## src/rtl/alu_flag_pkg.sv

```systemverilog
package alu_flag_pkg;

  // Operand width codes
  typedef enum logic [1:0] {
    SZ_BYTE = 2'b00,
    SZ_HALF = 2'b01,
    SZ_WORD = 2'b10,
    SZ_WALT = 2'b11
  } size_code_e;

  // Arithmetic flag bundle produced by the evaluator
  typedef struct packed {
    logic ovf;
    logic sgn;
    logic zro;
    logic aux;
    logic par;
    logic cry;
  } arith_flags_t;

  // Status word bit positions
  localparam int ST_W      = 32;
  localparam int POS_CRY   = 0;
  localparam int POS_ONE   = 1;
  localparam int POS_PAR   = 2;
  localparam int POS_AUX   = 4;
  localparam int POS_ZRO   = 6;
  localparam int POS_SGN   = 7;
  localparam int POS_TRP   = 8;
  localparam int POS_IEN   = 9;
  localparam int POS_DIR   = 10;
  localparam int POS_OVF   = 11;

  localparam logic [ST_W-1:0] ARITH_MASK =
    (ST_W'(1) << POS_CRY) | (ST_W'(1) << POS_PAR) | (ST_W'(1) << POS_AUX) |
    (ST_W'(1) << POS_ZRO) | (ST_W'(1) << POS_SGN) | (ST_W'(1) << POS_OVF);
  localparam logic [ST_W-1:0] CTL_MASK =
    (ST_W'(1) << POS_TRP) | (ST_W'(1) << POS_IEN) | (ST_W'(1) << POS_DIR);
  localparam logic [ST_W-1:0] ONE_MASK  = ST_W'(1) << POS_ONE;
  localparam logic [ST_W-1:0] LIVE_MASK = ARITH_MASK | CTL_MASK;
  localparam logic [ST_W-1:0] RST_WORD  = ONE_MASK;

endpackage

```

## src/rtl/afg_lane_adder.sv

```systemverilog
module afg_lane_adder #(
  parameter int DATA_W = 32,
  parameter int LANE_W = 8,
  localparam int NLANE = DATA_W / LANE_W
) (
  input  logic [DATA_W-1:0] a,
  input  logic [DATA_W-1:0] b,
  input  logic              sub,
  input  logic              cin,
  output logic [DATA_W-1:0] sum,
  output logic [NLANE-1:0]  lane_cout,
  output logic [NLANE-1:0]  lane_ctop,
  output logic              nib_c4
);

  // Subtraction runs as a + ~b + ~borrow; carries are then inverted borrows.
  logic [DATA_W-1:0] b_eff;
  logic [NLANE:0]    chain;

  assign b_eff    = sub ? ~b : b;
  assign chain[0] = cin ^ sub;

  for (genvar k = 0; k < NLANE; k++) begin : g_lane
    localparam int LO  = k * LANE_W;
    localparam int TOP = LO + LANE_W - 1;
    logic [LANE_W:0] part;

    assign part = {1'b0, a[LO +: LANE_W]} + {1'b0, b_eff[LO +: LANE_W]}
                + {{LANE_W{1'b0}}, chain[k]};
    assign sum[LO +: LANE_W] = part[LANE_W-1:0];
    assign chain[k+1]        = part[LANE_W];
    assign lane_cout[k]      = part[LANE_W];
    // Carry into the lane's top bit recovered from the half-sum
    assign lane_ctop[k]      = a[TOP] ^ b_eff[TOP] ^ part[LANE_W-1];
  end

  // Carry into bit 4, i.e. out of bit 3
  assign nib_c4 = a[4] ^ b_eff[4] ^ sum[4];

endmodule

```

## src/rtl/afg_flag_eval.sv

```systemverilog
module afg_flag_eval
  import alu_flag_pkg::*;
#(
  parameter int DATA_W = 32,
  parameter int LANE_W = 8,
  localparam int NLANE  = DATA_W / LANE_W,
  localparam int LIDX_W = (NLANE > 1) ? $clog2(NLANE) : 1
) (
  input  logic [DATA_W-1:0] sum,
  input  logic [NLANE-1:0]  lane_cout,
  input  logic [NLANE-1:0]  lane_ctop,
  input  logic              nib_c4,
  input  logic              sub,
  input  logic [1:0]        size,
  output logic [DATA_W-1:0] res_m,
  output arith_flags_t      flg
);

  logic [LIDX_W-1:0] msb_lane;
  logic [NLANE-1:0]  lane_keep;
  logic [NLANE-1:0]  lane_topbit;
  logic              cout_sel;
  logic              ctop_sel;

  // Width code -> index of the most significant active lane
  always_comb begin
    unique case (size_code_e'(size))
      SZ_BYTE: msb_lane = '0;
      SZ_HALF: msb_lane = (NLANE > 1) ? LIDX_W'(1) : '0;
      default: msb_lane = LIDX_W'(NLANE - 1);
    endcase
  end

  for (genvar k = 0; k < NLANE; k++) begin : g_mask
    assign lane_keep[k]            = (LIDX_W'(k) <= msb_lane);
    assign res_m[k*LANE_W +: LANE_W] = lane_keep[k] ? sum[k*LANE_W +: LANE_W]
                                                    : '0;
    assign lane_topbit[k]          = sum[k*LANE_W + LANE_W - 1];
  end

  assign cout_sel = lane_cout[msb_lane];
  assign ctop_sel = lane_ctop[msb_lane];

  always_comb begin
    flg     = '0;
    flg.cry = cout_sel ^ sub;
    flg.ovf = cout_sel ^ ctop_sel;
    flg.sgn = lane_topbit[msb_lane];
    flg.zro = ~|res_m;
    flg.par = ~^res_m[7:0];
    flg.aux = nib_c4 ^ sub;
  end

endmodule

```

## src/rtl/afg_status_reg.sv

```systemverilog
module afg_status_reg
  import alu_flag_pkg::*;
(
  input  logic            clk,
  input  logic            rst,
  input  logic            upd_en,
  input  arith_flags_t    flg,
  input  logic            ctl_wr,
  input  logic            dir_in,
  input  logic            ien_in,
  input  logic            trap_in,
  output logic [ST_W-1:0] st_q
);

  logic [ST_W-1:0] st_d;
  logic [ST_W-1:0] st_raw;

  always_comb begin
    st_raw = st_q;
    if (upd_en) begin
      st_raw[POS_CRY] = flg.cry;
      st_raw[POS_PAR] = flg.par;
      st_raw[POS_AUX] = flg.aux;
      st_raw[POS_ZRO] = flg.zro;
      st_raw[POS_SGN] = flg.sgn;
      st_raw[POS_OVF] = flg.ovf;
    end
    if (ctl_wr) begin
      st_raw[POS_DIR] = dir_in;
      st_raw[POS_IEN] = ien_in;
      st_raw[POS_TRP] = trap_in;
    end
    st_d = (st_raw & LIVE_MASK) | ONE_MASK;
  end

  always_ff @(posedge clk) begin
    if (rst) st_q <= RST_WORD;
    else     st_q <= st_d;
  end

  AST_FIXED_BITS: assert property (@(posedge clk) disable iff (rst)
    ((st_q & ~LIVE_MASK) == ONE_MASK));

  AST_RESET_WORD: assert property (@(posedge clk) disable iff (rst)
    $past(rst) |-> (st_q == RST_WORD));

  AST_ARITH_HOLD: assert property (@(posedge clk) disable iff (rst)
    !upd_en |=> $stable(st_q & ARITH_MASK));

  AST_CTL_HOLD: assert property (@(posedge clk) disable iff (rst)
    !ctl_wr |=> $stable(st_q & CTL_MASK));

  AST_ZERO_PARITY: assert property (@(posedge clk) disable iff (rst)
    st_q[POS_ZRO] |-> st_q[POS_PAR]);

  AST_ZERO_NO_SIGN: assert property (@(posedge clk) disable iff (rst)
    st_q[POS_ZRO] |-> !st_q[POS_SGN]);

endmodule

```

## src/rtl/alu_flag_unit.sv

```systemverilog
module alu_flag_unit
  import alu_flag_pkg::*;
#(
  parameter int DATA_W = 32,
  parameter int LANE_W = 8,
  localparam int NLANE = DATA_W / LANE_W
) (
  input  logic              clk,
  input  logic              rst,
  input  logic [DATA_W-1:0] opnd_a,
  input  logic [DATA_W-1:0] opnd_b,
  input  logic              sub_sel,
  input  logic              carry_in,
  input  logic [1:0]        size_sel,
  input  logic              upd_en,
  input  logic              ctl_wr,
  input  logic              dir_in,
  input  logic              ien_in,
  input  logic              trap_in,
  output logic [DATA_W-1:0] result,
  output logic [ST_W-1:0]   flags_q
);

  logic [DATA_W-1:0] sum;
  logic [NLANE-1:0]  lane_cout;
  logic [NLANE-1:0]  lane_ctop;
  logic              nib_c4;
  arith_flags_t      flg;

  afg_lane_adder #(.DATA_W(DATA_W), .LANE_W(LANE_W)) u_add (
    .a(opnd_a), .b(opnd_b), .sub(sub_sel), .cin(carry_in),
    .sum(sum), .lane_cout(lane_cout), .lane_ctop(lane_ctop), .nib_c4(nib_c4)
  );

  afg_flag_eval #(.DATA_W(DATA_W), .LANE_W(LANE_W)) u_eval (
    .sum(sum), .lane_cout(lane_cout), .lane_ctop(lane_ctop), .nib_c4(nib_c4),
    .sub(sub_sel), .size(size_sel), .res_m(result), .flg(flg)
  );

  afg_status_reg u_st (
    .clk(clk), .rst(rst), .upd_en(upd_en), .flg(flg),
    .ctl_wr(ctl_wr), .dir_in(dir_in), .ien_in(ien_in), .trap_in(trap_in),
    .st_q(flags_q)
  );

  AST_BYTE_UPPER_CLEAR: assert property (@(posedge clk) disable iff (rst)
    (size_sel == SZ_BYTE) |-> (result[DATA_W-1:LANE_W] == '0));

  AST_HALF_UPPER_CLEAR: assert property (@(posedge clk) disable iff (rst)
    (size_sel == SZ_HALF) |-> (result[DATA_W-1:2*LANE_W] == '0));

endmodule

```

## config.mk

```make
export PLATFORM = sky130hd
export DESIGN_NAME = alu_flag_unit
export DESIGN_NICKNAME = d
export VERILOG_FILES = /design/src/rtl/alu_flag_pkg.sv /design/src/rtl/afg_lane_adder.sv /design/src/rtl/afg_flag_eval.sv /design/src/rtl/afg_status_reg.sv /design/src/rtl/alu_flag_unit.sv
export SDC_FILE = /design/constraint.sdc
export NUM_CORES = 1
export LEC_CHECK = 0
export ABC_CLOCK_PERIOD_IN_PS = 22400
export BUFFER_PORTS_ARGS = -buffer_cell sky130_fd_sc_hd__buf_2
export CORE_MARGIN = 4
export CORE_UTILIZATION = 51
export CTS_BUF_LIST = sky130_fd_sc_hd__clkbuf_4
export CTS_CLUSTER_DIAMETER = 40
export DETAILED_ROUTE_END_ITERATION = 8
export PLACE_DENSITY_LB_ADDON = 0.25
export SETUP_SLACK_MARGIN = 0.15
export SYNTH_ARGS = -nofsm -noshare
export SYNTH_HDL_FRONTEND = slang
export SYNTH_SLANG_ARGS = --single-unit
```

## constraint.sdc

```tcl
create_clock -name clk -period 22.4 [get_ports clk]
set_input_delay 3.36 -clock clk [delete_from_list [all_inputs] [get_ports clk]]
set_output_delay 3.36 -clock clk [all_outputs]
set_load 0.01 [all_outputs]
```

==> results of run 1 <==
routing by layer:
layer | GRT usage [%] | wire, um
met4 | 2.58 | 38
met1 | 25.0 | 2670
met3 | 2.27 | 435
met2 | 34.5 | 3080
met5 | 0 | 0
metrics by stage:
step	setup WS [ns]	utilization [%]	area [um^2]
after floorplan	8.64	-	2640
after global placement	8.47	64.3	3080
after detailed placement	8.35	64.3	3080
after CTS	8.32	64.9	3110
after global routing	7.91	64.9	3110
final	8.33	64.9	3110
worst min-delay path, cell delays in order, from the launching register on:
cell and delay, ns:
dfxtp_1 0.32, mux2i_1 0.07, nor2_1 0.07
final cells by class:
class / instances / area, um^2
multi-input cells: 284 / 2190
well taps: 67 / 83.8
repair buffers: 116 / 583
flip-flops and latches: 9 / 180
clock buffers: 4 / 30.0
fillers: 448 / 1680
inverters: 11 / 41.3
worst min path at each step:
stage | to | slack [ns] | depth (start not counted)
after global placement | u_st.st_q[8]$_SDFFE_PP0P_ | 0.47 | 2
final | u_st.st_q[10]$_SDFFE_PP0P_ | 0.50 | 2
after floorplan | u_st.st_q[10]$_SDFFE_PP0P_ | 0.53 | 2
after CTS | u_st.st_q[10]$_SDFFE_PP0P_ | 0.51 | 2
after detailed placement | u_st.st_q[4]$_SDFFE_PP0P_ | 0.49 | 2
after global routing | u_st.st_q[4]$_SDFFE_PP0P_ | 0.53 | 2
kinds of logic (layout without fill, tap and decap cells):
family / Yosys count / in the layout / synth area share [%]
AND/OR/NAND/NOR: 93 / 93 / 19.5
AO/OA/AOI/OAI: 63 / 63 / 18.1
XOR/XNOR: 57 / 57 / 19.5
buffers and inverters: 44 / 131 / 10.5
adder cells (fa/ha/maj): 40 / 40 / 21.9
flip-flops: 9 / 9 / 7.04
multiplexers: 8 / 8 / 3.18
other: 2 / 23 / 0.294
power groups by stage:
stage	registers [mW]	logic (mW)	clock network (mW)
2_1_floorplan	0.0198	0.0964	0
3_3_place_gp	0.0189	0.130	0
3_5_place_dp	0.0189	0.132	0
4_1_cts	0.0186	0.133	0.0140
5_1_grt	0.0189	0.148	0.0152
6_report	0.0186	0.132	0.0139
cell usage in the layout (no fill, tap or decap), types with 3 or more instances in the layout:
cell type  count
mux2i_1        7
a211oi_2       3
nor2_1        27
o21bai_1       4
nor3_1         5
inv_1         11
o21a_1         8
o21ai_0        9
nand2b_1       5
a211oi_1       4
xor2_1        43
dfxtp_1        9
nand3_1        5
a31oi_1        3
a21oi_1        9
ha_1          32
clkbuf_4       4
nand2_1       10
nor3b_1        6
and2_1        17
o22ai_1        3
xnor2_1       14
a21o_1         3
conb_1        23
buf_2        115
fa_1           8
==> summary.txt, run 1 <==
Setup path
  – R2R Setup Slk: 21.56 ns
  – Worst-path maximum fanout: 36
  – Crit. path cell count: 31
  – Worst path most repeated cell: fa_1
  – CP Capture Point: result[30]
  – CP Data Required Time: 19.04 ns
  – Worst setup SP type: input port
  – CP Launch Point: sub_sel
  – Crit-path slowest cell: buf_4
  – Crit-path leading delay family: adder cells
  – CP Buf/Inv Count: 3
  – WP data arrival: 10.71 ns
  – Slowest stage delay, CP: 0.46 ns
  – Crit Reg-Reg Startpoint: u_st.st_q[0]$_SDFFE_PP0P_
  – Critical path capture point type: output port
  – Crit path kind: in2out
  – RR Endpoint: u_st.st_q[0]$_SDFFE_PP0P_
  – Worst R2R Path Depth: 2

Synth
  – Cell variety after synth: 58
  – Async SR Flop Fraction: 0%
  – Synthesized area: 2560 um^2
  – Seq cells post-synth: 9
  – Mean Syn Cell Area: 8.09 um^2
  – Post-synth EDFFs: 0
  – Commonest cells post-synth: xor2_1, ha_1, nor2_1
  – Gate Count Post-Synth: 316
  – Synth Flop Type: dfxtp_1
  – Most common cell in the netlist: xor2_1
  – Synth top area cells: ha_1, xor2_1, buf_4
  – Yosys warning count: 0
  – Post-synthesis sequential area ratio: 7.05%
  – Largest area contributor in the netlist: ha_1
  – Synth top area share: 15.7%

Route
  – Number of routed nets with antenna violations: 0
  – Mean routed wirelength per cell: 12.7 um
  – WL final: 6220 um
  – Drt pass-1 iters: 4
  – Vias/cell: 5.08
  – Residual DRC count: 0
  – DR vias: 2492
  – Starting DRT DRC Count: 77

Global routing
  – First-pass GRT wire length: 10000 um
  – Global Route Usage Sum: 19.1%
  – Initial antenna violation count: 0
  – Vias in the first global route: 2298
  – Largest net degree at the start of global routing: 37
  – Total grt overflow: 0

Clocking
  – TritonCTS clock tree: done
  – Clk slew on worst S/H paths: 0.06 ns
  – Clock buffer depth: 2
  – Post-CTS setup buffers: 0
  – Worst-Skew Late Latency: 0.26 ns
  – Clock sinks: 9
  – CTS-repair resized insts: 0
  – CTS H-tree depth: 1
  – TritonCTS buffer count: 3
  – CTS Hold Bufs: 0
  – CTS root buffer: clkbuf_4

Floorplan
  – Die width: 78.8 um
  – Die H: 78.8 um
  – Starting Density: 53.4%
  – Row count: 25
  – I/O pin count: 139
  – Die area: 6210 um^2
  – Core area: 4790 um^2

STA
  – Slew margin rel.: 62.8%
  – # setup viols final: 0
  – Min Tclk post-route: 14.07 ns
  – Final Max Tran Viols: 0
  – Setup TNS: 0 ns
  – WHS: 0.501 ns
  – Fin. Hold Viols: 0
  – Max Fclk: 71.1 MHz
  – Crit share post-route: 62.8%
  – Unrepaired setup endpoints after global routing: false
  – Slew at the pin with the worst max-slew slack: 0.558 ns
  – Clock Skew: 0 ns

Cells and area
  – Share of cells above drive strength 1: 31.4%
  – Top Registers: u_st.st_q: 9 flops
  – Final cell count without fillers: 491
  – Area delta synth->final: 21.5%
  – Nets: 540
  – # diodes: 0
  – Max reg flops: 9
  – Top reg by flops: u_st.st_q

Power and ir drop
  – VDD IR max: 0.0000259 V
  – Pleak: 1.62 nW
  – Switching share of total power: 47.1%
  – Comb power frac: 80.2%
  – Sw Pwr: 0.0774 mW
  – Clock power share: 8.4%
  – Int Power: 0.0869 mW
  – Total power draw: 0.164 mW
  – PwrDens: 52.9 nW/um^2
  – Reg power frac: 11.3%

Placement
  – Number of port buffers: 115
  – Dpl hpwl: 5390 um
  – Routability congestion estimate: 0.892
  – Placed Cells: 487

Outcome
  – Outcome: finished clean

Worst hold path
  – Worst hold start: u_st.st_q[10]$_SDFFE_PP0P_
  – Hold Path Class: reg2reg

Job
  – Max-cap violation count: 0
Power figures use the tool's default switching activity.
==> run 2: changes to the inputs <==
- ABC_CLOCK_PERIOD_IN_PS: 22400 -> 14260
- CORE_UTILIZATION: 51 -> 47
- clock period: 22.4 -> 14.26 ns (I/O delays scaled with it)
==> run 2 against run 1 <==
Sequential share of layout area barely moved; critical path type unchanged; first-iteration DRC count is 6.5% lower; global-route usage down 0.59 points.
==> summary.txt, run 2 (same netlist as run 1, synthesis figures left out) <==
Cells and area
  – Share of cells above drive strength 1: 31.4% (unchanged)
  – Commonest non-fill, non-tap cell in the layout: buf_2 (unchanged)
  – Nets: 540 (unchanged)
  – Post-route cell area: 3110 um^2 (about the same)
  – Area delta synth->final: 21.6% (was 21.5%)
  – Top reg by flops: u_st.st_q (unchanged)
  – Commonest non-fill, non-tap cells in the layout: buf_2, xor2_1, ha_1 (unchanged)
  – Max reg flops: 9 (unchanged)
  – Final cell count without fillers: 494 (was 491)
  – # diodes: 0 (unchanged)
  – Filler instances: 499 (was 448)
  – Top Registers: u_st.st_q: 9 flops (unchanged)

Floorplan
  – Die H: 81.8 um (was 78.8 um)
  – Die area: 6690 um^2 (was 6210 um^2)
  – I/O pin count: 139 (unchanged)
  – Die width: 81.8 um (was 78.8 um)
  – Starting Density: 49.1% (was 53.4%)
  – Core area: 5200 um^2 (was 4790 um^2)
  – Row count: 26 (was 25)

Clocking
  – CTS-repair resized insts: 0 (unchanged)
  – Clock sinks: 9 (unchanged)
  – CTS root buffer: clkbuf_4 (unchanged)
  – CTS Hold Bufs: 0 (unchanged)
  – CTS H-tree depth: 1 (unchanged)
  – TritonCTS buffer count: 3 (unchanged)
  – TritonCTS clock tree: done (unchanged)
  – Post-CTS setup buffers: 0 (unchanged)
  – Clock buffer depth: 2 (unchanged)
  – Clk slew on worst S/H paths: 0.06 ns (about the same)
  – Worst-Skew Late Latency: 0.26 ns (about the same)

Power and ir drop
  – PwrDens: 83.5 nW/um^2 (was 52.9 nW/um^2)
  – Pleak: 1.62 nW (unchanged)
  – VDD IR max: 0.0000450 V (was 0.0000259 V)
  – Total power draw: 0.260 mW (was 0.164 mW)

Route
  – Starting DRT DRC Count: 72 (was 77)
  – Mean routed wirelength per cell: 13.3 um (was 12.7 um)
  – Drt pass-1 iters: 4 (unchanged)
  – WL final: 6590 um (was 6220 um)
  – DR vias: 2487 (was 2492)
  – Vias/cell: 5.03 (was 5.08)
  – Residual DRC count: 0 (unchanged)
  – Number of routed nets with antenna violations: 0 (unchanged)

Global routing
  – Vias in the first global route: 2313 (was 2298)
  – First-pass GRT wire length: 9920 um (was 10000 um)
  – Initial antenna violation count: 1 (was 0)
  – Global Route Usage Sum: 18.5% (was 19.1%)
  – Total grt overflow: 0 (unchanged)
  – Grt met1 use: 23.0% (was 25.0%)
  – Met3 GRT Util: 3.07% (was 2.27%)
  – Largest net degree at the start of global routing: 30 (was 37)
  – Most Crowded Layer GR: met2 (unchanged)
  – Met2 Usage GRT: 33.1% (was 34.5%)

STA
  – Crit share post-route: 80.2%
  – # setup viols final: 0 (unchanged)
  – Clock Skew: 0 ns (unchanged)
  – Max Fclk: 87.4 MHz
  – Final Max Tran Viols: 0 (unchanged)
  – Fin. Hold Viols: 0 (unchanged)
  – Min Tclk post-route: 11.44 ns
  – Unrepaired setup endpoints after global routing: false (unchanged)
  – Setup TNS: 0 ns (unchanged)

Placement
  – Placed Cells: 490 (was 487)
  – Number of port buffers: 115 (unchanged)
  – DP Area: 3080 um^2 (about the same)
  – Routability congestion estimate: 0.922 (was 0.892)
  – Dpl hpwl: 5690 um (was 5390 um)

Setup path
  – Crit-path slowest cell: fa_1 (was buf_4)
  – Crit-path leading delay family: adder cells (unchanged)
  – CP Data Required Time: 12.12 ns (was 19.04 ns)
  – Critical path capture point type: output port (unchanged)
  – Worst-path maximum fanout: 24 (was 36)
  – Worst path most repeated cell: fa_1 (unchanged)
  – Worst setup SP type: input port (unchanged)
  – CP Buf/Inv Count: 3 (unchanged)
  – WP data arrival: 9.30 ns (was 10.71 ns)
  – Slowest stage delay, CP: 0.48 ns (was 0.46 ns)
  – Crit path kind: in2out (unchanged)

Outcome
  – Outcome: finished clean (unchanged)

Job
  – Max-cap violation count: 0 (unchanged)

Worst hold path
  – Hold Path Class: reg2reg (unchanged)
## run 2: cell counts in the layout (fill, tap and decap cells not counted)
No cell type changed its count.
## run 2: worst paths after layout
kind / endpoint / from / cells past startpoint / slack, ns
hold / removal: u_st.st_q[9]$_SDFFE_PP0P_ / u_st.st_q[9]$_SDFFE_PP0P_ / 2 / 0.49
hold reg to reg: u_st.st_q[9]$_SDFFE_PP0P_ / u_st.st_q[9]$_SDFFE_PP0P_ / 2 / 0.49
setup / recovery: result[30] / sub_sel / 30 / 2.82
setup reg to reg: u_st.st_q[0]$_SDFFE_PP0P_ / u_st.st_q[0]$_SDFFE_PP0P_ / 2 / 13.42
## run 2: per-stage QoR
step	worst slack [ns]	hold slack [ns]	utilization, %
floorplan	2.94	0.531	-
global placement	2.98	0.472	59.2
detailed placement	2.87	0.481	59.2
CTS	2.85	0.496	59.8
global route	2.52	0.511	59.8
finish	2.82	0.489	59.8
## run 2: routing by layer
metal	vias to the layer above	part of all wire, %
met4	2	1.0
met2	104	49
met5	-	0.11
met3	9	8.2
li1	1281	-
met1	1091	42
## run 2: layout make-up
cell class | count | area (um^2) | area share (%)
Clock buffer | 4 | 30.0 | 0.965
Inverter | 11 | 41.3 | 1.33
Multi-Input combinational cell | 284 | 2190 | 70.4
Sequential cell | 9 | 180 | 5.79
Tap cell | 70 | 87.6 | 2.82
Timing Repair Buffer | 116 | 583 | 18.7
## run 2: where the power goes
group          internal, mW  switching [mW]
combinational        0.0963           0.112
clock                0.0127         0.00918
sequential           0.0280         0.00115
## run 2: tightest hold or removal path: stages, from the launching register on
cell     delay (ns)
dfxtp_1        0.32
mux2i_1        0.06
nor2_1         0.07
==> run 3: changes to the inputs <==
- ABC_AREA: not set -> 1
- ABC_CLOCK_PERIOD_IN_PS: 14260 -> 10500
- CORE_UTILIZATION: 47 -> 44
- clock period: 14.26 -> 10.5 ns (I/O delays scaled with it)
==> run 3 against run 2 <==
First-iteration DRC count up 57%; die area rose by 17%; clock skew stayed put; combinational power is 34% higher; clock-buffer cell count did not move; worst setup slack got worse by 1.6 ns; routed wire length increased by 8.9%; utilization is 4.0 points lower; critical endpoint is now result[28].
==> summary.txt, run 3 <==
Synth
  – Synth Flop Type: dfxtp_1 (unchanged)
  – Largest family of logic cells by synthesized area: simple AND/OR/NAND/NOR gates (was adder cells)
  – Synth Area in Compound Gates: 6.62% (was 18.1%)
  – Synth Area in Adders: 19.8% (was 21.9%)
  – Seq cells post-synth: 9 (unchanged)
  – Post-synthesis sequential area ratio: 6.36% (was 7.05%)
  – Gate Count Post-Synth: 454 (was 316)
  – Most common cell in the netlist: nand2_1 (was xor2_1)
  – Largest area contributor in the netlist: ha_1 (unchanged)
  – Synth Area in Simple Gates: 33.8% (was 19.5%)
  – Mux share of post-synthesis cell area: 0% (was 3.18%)
  – Synth top area cells: ha_1, xor2_1, nand2_1 (was ha_1, xor2_1, buf_4)
  – Async SR Flop Fraction: 0% (unchanged)
  – Mean Syn Cell Area: 6.24 um^2 (was 8.09 um^2)
  – Post-synth EDFFs: 0 (unchanged)
  – Commonest cells post-synth: nand2_1, inv_1, nand3_1 (was xor2_1, ha_1, nor2_1)
  – Cell variety after synth: 31 (was 58)
  – Synthesized area: 2830 um^2 (was 2560 um^2)
  – Synth top area share: 14.1% (was 15.7%)
  – Yosys warning count: 0 (unchanged)
  – XOR/XNOR Fraction of Synth Area: 13.0% (was 19.5%)

STA
  – # setup viols final: 0 (unchanged)
  – Slack of the critical path: 1.24 ns (was 2.82 ns)
  – Max Fclk: 108 MHz
  – WHS: 0.502 ns (was 0.489 ns)
  – Unrepaired setup endpoints after global routing: false (unchanged)
  – Slew margin rel.: 58.9%
  – Fin. Hold Viols: 0 (unchanged)
  – Crit share post-route: 88.2%
  – Clock Skew: 0 ns (unchanged)
  – Min Tclk post-route: 9.26 ns
  – Final Max Tran Viols: 0 (unchanged)
  – Slew at the pin with the worst max-slew slack: 0.617 ns
  – Setup TNS: 0 ns (unchanged)

Setup path
  – Crit-path leading delay family: adder cells (unchanged)
  – Worst-path maximum fanout: 22 (was 24)
  – Crit-path slowest cell: buf_2 (was fa_1)
  – Crit path kind: in2out (unchanged)
  – Slowest stage delay, CP: 0.49 ns (was 0.48 ns)
  – Worst path most repeated cell: fa_1 (unchanged)
  – Critical path capture point type: output port (unchanged)
  – WP data arrival: 7.69 ns (was 9.30 ns)
  – CP Data Required Time: 8.93 ns (was 12.12 ns)
  – CP Buf/Inv Count: 4 (was 3)
  – Worst setup SP type: input port (unchanged)

Clocking
  – CTS-repair resized insts: 0 (unchanged)
  – TritonCTS clock tree: done (unchanged)
  – Clock buffer depth: 2 (unchanged)
  – TritonCTS buffer count: 3 (unchanged)
  – Clk slew on worst S/H paths: 0.06 ns (about the same)
  – CTS Hold Bufs: 0 (unchanged)
  – Clock sinks: 9 (unchanged)
  – CTS root buffer: clkbuf_4 (unchanged)
  – Post-CTS setup buffers: 0 (unchanged)
  – Worst-Skew Late Latency: 0.26 ns (about the same)
  – CTS H-tree depth: 1 (unchanged)

Cells and area
  – Top reg by flops: u_st.st_q (unchanged)
  – Final cell count without fillers: 640 (was 494)
  – Post-route cell area: 3400 um^2 (was 3110 um^2)
  – Commonest non-fill, non-tap cells in the layout: buf_2, nand2_1, inv_1 (was buf_2, xor2_1, ha_1)
  – Filler instances: 653 (was 499)
  – Nets: 681 (was 540)
  – Area delta synth->final: 19.9% (was 21.6%)
  – # diodes: 0 (unchanged)
  – Max reg flops: 9 (unchanged)
  – Commonest non-fill, non-tap cell in the layout: buf_2 (unchanged)
  – Util after Layout: 55.7% (was 59.8%)
  – Share of cells above drive strength 1: 27.1% (was 31.4%)
  – Top Registers: u_st.st_q: 9 flops (unchanged)

Route
  – Residual DRC count: 0 (unchanged)
  – Number of routed nets with antenna violations: 0 (unchanged)
  – Vias/cell: 4.65 (was 5.03)
  – WL final: 7170 um (was 6590 um)
  – Mean routed wirelength per cell: 11.2 um (was 13.3 um)
  – Drt pass-1 iters: 4 (unchanged)
  – DR vias: 2977 (was 2487)
  – Starting DRT DRC Count: 113 (was 72)

Global routing
  – First-pass GRT wire length: 11400 um (was 9920 um)
  – Total grt overflow: 0 (unchanged)
  – Global Route Usage Sum: 17.6% (was 18.5%)
  – Initial antenna violation count: 0 (was 1)
  – Largest net degree at the start of global routing: 23 (was 30)
  – Vias in the first global route: 2823 (was 2313)

Power and ir drop
  – VDD IR max: 0.0000624 V (was 0.0000450 V)
  – Total power draw: 0.350 mW (was 0.260 mW)
  – PwrDens: 103 nW/um^2 (was 83.5 nW/um^2)
  – Pleak: 2.20 nW (was 1.62 nW)

Floorplan
  – Starting Density: 46.5% (was 49.1%)
  – Core area: 6100 um^2 (was 5200 um^2)
  – Die H: 88.3 um (was 81.8 um)
  – Row count: 28 (was 26)
  – Die area: 7790 um^2 (was 6690 um^2)
  – Die width: 88.3 um (was 81.8 um)
  – I/O pin count: 139 (unchanged)

Placement
  – Worst slack at placement: 1.22 ns (was 2.87 ns)
  – Routability congestion estimate: 0.864 (was 0.922)
  – DP Area: 3370 um^2 (was 3080 um^2)
  – Dpl hpwl: 6350 um (was 5690 um)
  – Placed Cells: 636 (was 490)
  – Number of port buffers: 115 (unchanged)

Outcome
  – Outcome: finished clean (unchanged)

Worst hold path
  – Hold Path Class: reg2reg (unchanged)

Job
  – Max-cap violation count: 0 (unchanged)
-- run 3: cell count changes after synthesis, sizes merged, moves of 8 or more --
| cell | delta |
|---|---|
| o21a | -8 |
| nand3 | +46 |
| inv | +82 |
| xnor2 | -13 |
| nand2 | +93 |
| and2 | -18 |
-- run 3: where the power goes --
part	switching (mW)	total (mW)	internal (mW)
Combinational	0.167	0.281	0.114
Clock	0.0117	0.0289	0.0172
Sequential	0.00174	0.0398	0.0381
Total	0.180	0.350	0.169
-- run 3: worst min-delay path: cells and delay by family (launching register included) --
| family | cells | cell delay [ns] |
|---|---|---|
| AND/OR/NAND/NOR | 1 | 0.08 |
| AO/OA/AOI/OAI | 1 | 0.05 |
| flip-flops | 1 | 0.32 |
-- run 3: final timing paths --
| kind | from | to | slack (ns) | cells after the start |
|---|---|---|---|---|
| worst max-delay path | sub_sel | result[28] | 1.24 | 28 |
| worst min-delay path | u_st.st_q[6]$_SDFFE_PP0P_ | u_st.st_q[6]$_SDFFE_PP0P_ | 0.50 | 2 |
| worst max register to register | u_st.st_q[4]$_SDFFE_PP0P_ | u_st.st_q[4]$_SDFFE_PP0P_ | 9.84 | 4 |
| worst min register to register | u_st.st_q[6]$_SDFFE_PP0P_ | u_st.st_q[6]$_SDFFE_PP0P_ | 0.50 | 2 |
-- run 3: layout make-up --
| cell class | instances | area, um^2 | share of cell area, % |
|---|---|---|---|
| clock buffer | 4 | 30.0 | 0.884 |
| inverter | 93 | 349 | 10.3 |
| multi-input combinational | 343 | 2160 | 63.6 |
| tap | 75 | 93.8 | 2.76 |
| sequential | 9 | 180 | 5.30 |
| timing repair buffer | 116 | 583 | 17.2 |
-- run 3: routing by layer --
| layer | routed length (um) | global-route usage [%] | share of wire (%) |
|---|---|---|---|
| met3 | 500 | 1.68 | 7.0 |
| met5 | 0 | 0 | 0 |
| met1 | 3170 | 22.6 | 44 |
| met4 | 164 | 4.95 | 2.3 |
| met2 | 3340 | 31.1 | 47 |
-- run 3: kinds of logic after synthesis --
kind of cell    count (synthesis)
compound gates                 32
xor+xnor                       42
fa+ha+maj                      40
buf+inv                       123
flops                           9
other cells                     2
simple gates                  206
